===== src/rtl/csam_pkg.sv =====
package csam_pkg;

  // Half-adder rows needed so that no carry survives in a 2n-bit word:
  // the lowest possibly-set carry bit starts at 1 and rises by one per row.
  function automatic int res_rows(input int n);
    return 2 * n - 1;
  endfunction

  // Total register stages from operand capture to product output.
  function automatic int total_latency(input int n);
    return n + res_rows(n);
  endfunction

endpackage


===== src/rtl/csam_fa.sv =====
module csam_fa (
  input  logic a,
  input  logic b,
  input  logic ci,
  output logic s,
  output logic co
);
  logic axb;
  assign axb = a ^ b;
  assign s   = axb ^ ci;
  assign co  = (a & b) | (ci & axb);
endmodule


===== src/rtl/csam_pp_row.sv =====
module csam_pp_row #(
  parameter int N   = 4,
  parameter int ROW = 0
) (
  input  logic             clk,
  input  logic             rst,
  input  logic             v_in,
  input  logic [N-1:0]     a_in,
  input  logic             x_bit,
  input  logic [2*N-1:0]   s_in,
  input  logic [2*N-1:0]   c_in,
  output logic             v_out,
  output logic [2*N-1:0]   s_out,
  output logic [2*N-1:0]   c_out
);
  localparam int W = 2 * N;

  logic [W-1:0] pp;
  logic [W-1:0] s_nx;
  logic [W-1:0] c_nx;

  // one AND gate per multiplicand bit, aligned to this row's weight
  assign pp = W'(a_in & {N{x_bit}}) << ROW;

  assign c_nx[0] = 1'b0;

  for (genvar gi = 0; gi < W; gi++) begin : g_col
    if (gi == W - 1) begin : g_top
      // carry out of the top column has weight 2^W and is dropped
      assign s_nx[gi] = pp[gi] ^ s_in[gi] ^ c_in[gi];
    end else begin : g_cell
      csam_fa u_fa (
        .a  (pp[gi]),
        .b  (s_in[gi]),
        .ci (c_in[gi]),
        .s  (s_nx[gi]),
        .co (c_nx[gi+1])
      );
    end
  end

  always_ff @(posedge clk) begin
    if (rst) v_out <= 1'b0;
    else     v_out <= v_in;
    s_out <= s_nx;
    c_out <= c_nx;
  end

  // carry-save value preserved across this stage
  logic [W-1:0] tot_in;
  logic [W-1:0] tot_out;
  assign tot_in  = s_in + c_in + pp;
  assign tot_out = s_out + c_out;

  assert_csa_sum_R6: assert property (@(posedge clk) disable iff (rst)
    v_out |-> tot_out == $past(tot_in));

endmodule


===== src/rtl/csam_res_row.sv =====
module csam_res_row #(
  parameter int N   = 4,
  parameter int ROW = 0
) (
  input  logic             clk,
  input  logic             rst,
  input  logic             v_in,
  input  logic [2*N-1:0]   s_in,
  input  logic [2*N-1:0]   c_in,
  output logic             v_out,
  output logic [2*N-1:0]   s_out,
  output logic [2*N-1:0]   c_out
);
  localparam int W = 2 * N;

  logic [W-1:0] s_nx;
  logic [W-1:0] c_nx;

  // half adder per column; each carry advances exactly one position
  assign s_nx = s_in ^ c_in;
  assign c_nx = {s_in[W-2:0] & c_in[W-2:0], 1'b0};

  always_ff @(posedge clk) begin
    if (rst) v_out <= 1'b0;
    else     v_out <= v_in;
    s_out <= s_nx;
    c_out <= c_nx;
  end

  logic [W-1:0] tot_in;
  logic [W-1:0] tot_out;
  assign tot_in  = s_in + c_in;
  assign tot_out = s_out + c_out;

  assert_res_sum_R7: assert property (@(posedge clk) disable iff (rst)
    v_out |-> tot_out == $past(tot_in));

  assert_res_low_clear_R7: assert property (@(posedge clk) disable iff (rst)
    v_in |-> c_in[ROW:0] == '0);

endmodule


===== src/rtl/csam_array_mult.sv =====
module csam_array_mult #(
  parameter int N = 4
) (
  input  logic             clk,
  input  logic             rst,
  input  logic             valid_in,
  input  logic [N-1:0]     mcand_i,
  input  logic [N-1:0]     mplier_i,
  output logic             valid_out,
  output logic [2*N-1:0]   prod_o
);
  import csam_pkg::*;

  localparam int W = 2 * N;
  localparam int R = res_rows(N);

  logic         pv [0:N];
  logic [W-1:0] ps [0:N];
  logic [W-1:0] pc [0:N];

  logic         rv [0:R];
  logic [W-1:0] rs [0:R];
  logic [W-1:0] rc [0:R];

  assign pv[0] = valid_in;
  assign ps[0] = '0;
  assign pc[0] = '0;

  // partial-product stages; operands staged alongside, multiplier narrows
  for (genvar k = 0; k < N; k++) begin : g_pp
    logic [N-1:0]   a_k;
    logic [N-1-k:0] x_k;

    if (k == 0) begin : g_first
      assign a_k = mcand_i;
      assign x_k = mplier_i;
    end else begin : g_next
      always_ff @(posedge clk) begin
        a_k <= g_pp[k-1].a_k;
        x_k <= g_pp[k-1].x_k[N-k:1];
      end
    end

    csam_pp_row #(.N(N), .ROW(k)) u_row (
      .clk   (clk),
      .rst   (rst),
      .v_in  (pv[k]),
      .a_in  (a_k),
      .x_bit (x_k[0]),
      .s_in  (ps[k]),
      .c_in  (pc[k]),
      .v_out (pv[k+1]),
      .s_out (ps[k+1]),
      .c_out (pc[k+1])
    );
  end

  assign rv[0] = pv[N];
  assign rs[0] = ps[N];
  assign rc[0] = pc[N];

  // carry-resolution stages in place of a wide adder
  for (genvar r = 0; r < R; r++) begin : g_res
    csam_res_row #(.N(N), .ROW(r)) u_row (
      .clk   (clk),
      .rst   (rst),
      .v_in  (rv[r]),
      .s_in  (rs[r]),
      .c_in  (rc[r]),
      .v_out (rv[r+1]),
      .s_out (rs[r+1]),
      .c_out (rc[r+1])
    );
  end

  assign valid_out = rv[R];
  assign prod_o    = rs[R];

  assert_reset_flush_R5: assert property (@(posedge clk)
    rst |=> !valid_out);

  assert_final_carry_zero_R7: assert property (@(posedge clk) disable iff (rst)
    valid_out |-> rc[R] == '0);

endmodule


===== config.mk =====
export PLATFORM = sky130hd
export DESIGN_NAME = csam_array_mult
export DESIGN_NICKNAME = d
export VERILOG_FILES = /design/src/rtl/csam_pkg.sv /design/src/rtl/csam_fa.sv /design/src/rtl/csam_pp_row.sv /design/src/rtl/csam_res_row.sv /design/src/rtl/csam_array_mult.sv
export SDC_FILE = /design/constraint.sdc
export NUM_CORES = 1
export LEC_CHECK = 0
export ABC_AREA = 0
export BUFFER_PORTS_ARGS = -buffer_cell sky130_fd_sc_hd__buf_2
export CORE_MARGIN = 2
export CORE_UTILIZATION = 35
export CTS_CLUSTER_DIAMETER = 200
export DETAILED_ROUTE_END_ITERATION = 8
export MAX_ROUTING_LAYER = met4
export SKIP_CTS_REPAIR_TIMING = 1
export SYNTH_ARGS = -nofsm -noshare
export SYNTH_HDL_FRONTEND = slang
export SYNTH_HIERARCHICAL = 1
export SYNTH_SLANG_ARGS = --single-unit

===== constraint.sdc =====
create_clock -name clk -period 3.6 [get_ports clk]
set_clock_uncertainty 0.2 [all_clocks]
set_input_delay 0.72 -clock clk [delete_from_list [all_inputs] [get_ports clk]]
set_output_delay 0.72 -clock clk [all_outputs]
set_load 0.005 [all_outputs]

==> results by group <==
Outcome
  – Run status: finished, final reports clean

Routing
  – Via count: 2138
  – WL per Instance: 8.63 µm
  – Initial DRC Count: 70
  – Vias per inst: 3.72
  – DRC Markers: 0
  – Final wirelength: 4960 µm
  – DRT Pass-1 Iters: 4
  – Number of nets with antenna violations after routing: 0

Pwr
  – P per Cell Area: 842 mW/mm²
  – Total power: 5.28 mW
  – Maximum vdd drop: 0.383 mV
  – Leak: 2.85 nW

Worst hold path
  – Worst hold start: g_pp[2].x_k[1]$_DFF_P_
  – Hold Path Sink: g_pp[3].x_k$_DFF_P_
  – Hold Crit Class: reg -> reg
  – Hold path depth: 0

Timing
  – Worst setup margin: 1.84 ns
  – TNS Setup: 0 ns
  – Min Hold Slack: 0.129 ns
  – Fin crit period: 1.76 ns
  – Final Hold Fails: 0
  – Period utilisation layout: 48.8%
  – Final-report max-slew violation count: 0
  – RSZ-0062 raised after global routing: no
  – Setup-failing EPs final: 0
  – Fmax: 570 MHz

Clocking
  – Root buffer cell: clkbuf_16
  – CTS clk-pin slew, worst paths: 0.07 ns
  – CTS Buf Count: 17
  – CTS tree: yes
  – CTS sink cnt: 187
  – Longest Clk Path Bufs: 2
  – Worst-skew pair later-pin latency: 0.42 ns
  – H-tree Lvls: 4

Critical path
  – CP Capture Type: primary output
  – Critical Path RT: 2.68 ns
  – Critical path's largest stage delay: 0.30 ns
  – Reg-to-reg endpoint: g_pp[1].u_row/s_out[1]$_DFF_P_
  – Reg-to-Reg Start: g_pp[1].x_k[0]$_DFF_P_
  – Crit-path max FO: 1
  – Crit path max-delay cell type: dfxtp_1
  – Worst Path Buf+Inv: 1
  – Startpoint types: register
  – Setup CP Type: reg -> out
  – Critical Path, Cell by Cell: buf_2
  – Worst path top cell family by delay: flip-flops
  – R2R depth: 2
  – R2R Setup Slk: 2.30 ns
  – Worst setup startpoint: g_res[6].u_row/s_out[0]$_DFF_P_
  – Crit path DAT: 0.84 ns

Floorplanning
  – Starting Density: 36.2%
  – Area of the die: 0.0161 mm²
  – Die width: 127 µm
  – Core area: 0.0146 mm²
  – Die span in y: 127 µm
  – I/O Pins: 20
  – FP Rows: 44

Placement
  – Gpl congestion: 0.681
  – Dpl cell area: 0.00565 mm²
  – HPWL reported at the end of detailed placement: 3170 µm
  – PortBufs: 19
  – Post-Place Cells: 543
  – Post-place setup slack: 1.77 ns

Yosys
  – Synth Area per Inst: 16.4 µm²
  – Synthesized area: 0.00530 mm²
  – Syn. warnings: 6
  – Post-synthesis cell count: 323

GRT
  – Gr usage total: 7.63%
  – Vias in the first global route: 2225
  – First-pass GRT wire length: 9030 µm
  – Largest net degree at the start of global routing: 18
  – Initial antenna violation count: 0
  – Gr ovfl total: 0

Flow run
  – Maxcap violations: 0

Final layout
  – Area Overhead vs Synth: 18.3%
  – Ant. Diodes: 0
  – Final Cell Area: 0.00627 mm²
  – Layout Nets: 466
  – Share of layout cells above drive strength 1: 13.0%
  – Util after Layout: 42.8%
  – Final Instance Count excl. Fillers: 575
==> per-layer routing <==
metal  part of all wire, %  global-route usage [%]  vias up
met1                    43                    7.45     1019
met2                    49                    11.5       32
met4                   2.7                    5.43        0
met3                   4.8                    4.19        9
li1                      -                       -     1078
met5                     0                       -        -
==> sequential cells by signal (all words and copies together), names as in the netlist <==
signal / flops
g_pp.a_k: 12
g_pp.u_row/c_out: 28
g_pp.u_row/s_out: 32
g_pp.u_row/v_out: 4
g_pp.x_k: 6
g_res.u_row/c_out: 42
g_res.u_row/s_out: 56
g_res.u_row/v_out: 7
==> cell usage in the layout, fill, tap and decap left out <==
| master | instances |
|---|---|
| dfxtp_1 | 187 |
| ha_1 | 49 |
| conb_1 | 38 |
| fa_1 | 28 |
| buf_2 | 19 |
| clkbuf_16 | 17 |
| and2_1 | 16 |
| xor2_1 | 11 |
| nor2b_1 | 11 |
| inv_6 | 4 |
| bufinv_16 | 3 |
| clkinvlp_4 | 3 |
| clkinv_2 | 2 |
| inv_8 | 2 |
| clkbuf_8 | 1 |
==> worst max path at each step <==
| stage | endpoint | cells past startpoint |
|---|---|---|
| after CTS | prod_o[0] | 1 |
| after global routing | prod_o[0] | 1 |
| after detailed placement | g_pp[0].u_row/s_out[1]$_DFF_P_ | 3 |
| final | prod_o[0] | 1 |
| after floorplan | g_pp[0].u_row/s_out[0]$_DFF_P_ | 2 |
| after global placement | g_pp[0].u_row/s_out[0]$_DFF_P_ | 3 |
==> final cells by class <==
cell class	instances	area, µm²
Clock inverter	14	180
Clock buffer	18	439
Tap cell	184	230
Timing Repair Buffer	19	95.1
Fill cell	1328	8370
Sequential cell	187	3740
Multi-Input combinational cell	153	1580
==> power breakdown <==
part / switching (mW) / internal [mW]
combinational: 0.195 / 0.224
clock: 0.785 / 1.13
sequential: 0.211 / 2.74
total: 1.19 / 4.09
No activity file was read; power rests on OpenSTA's default activity.
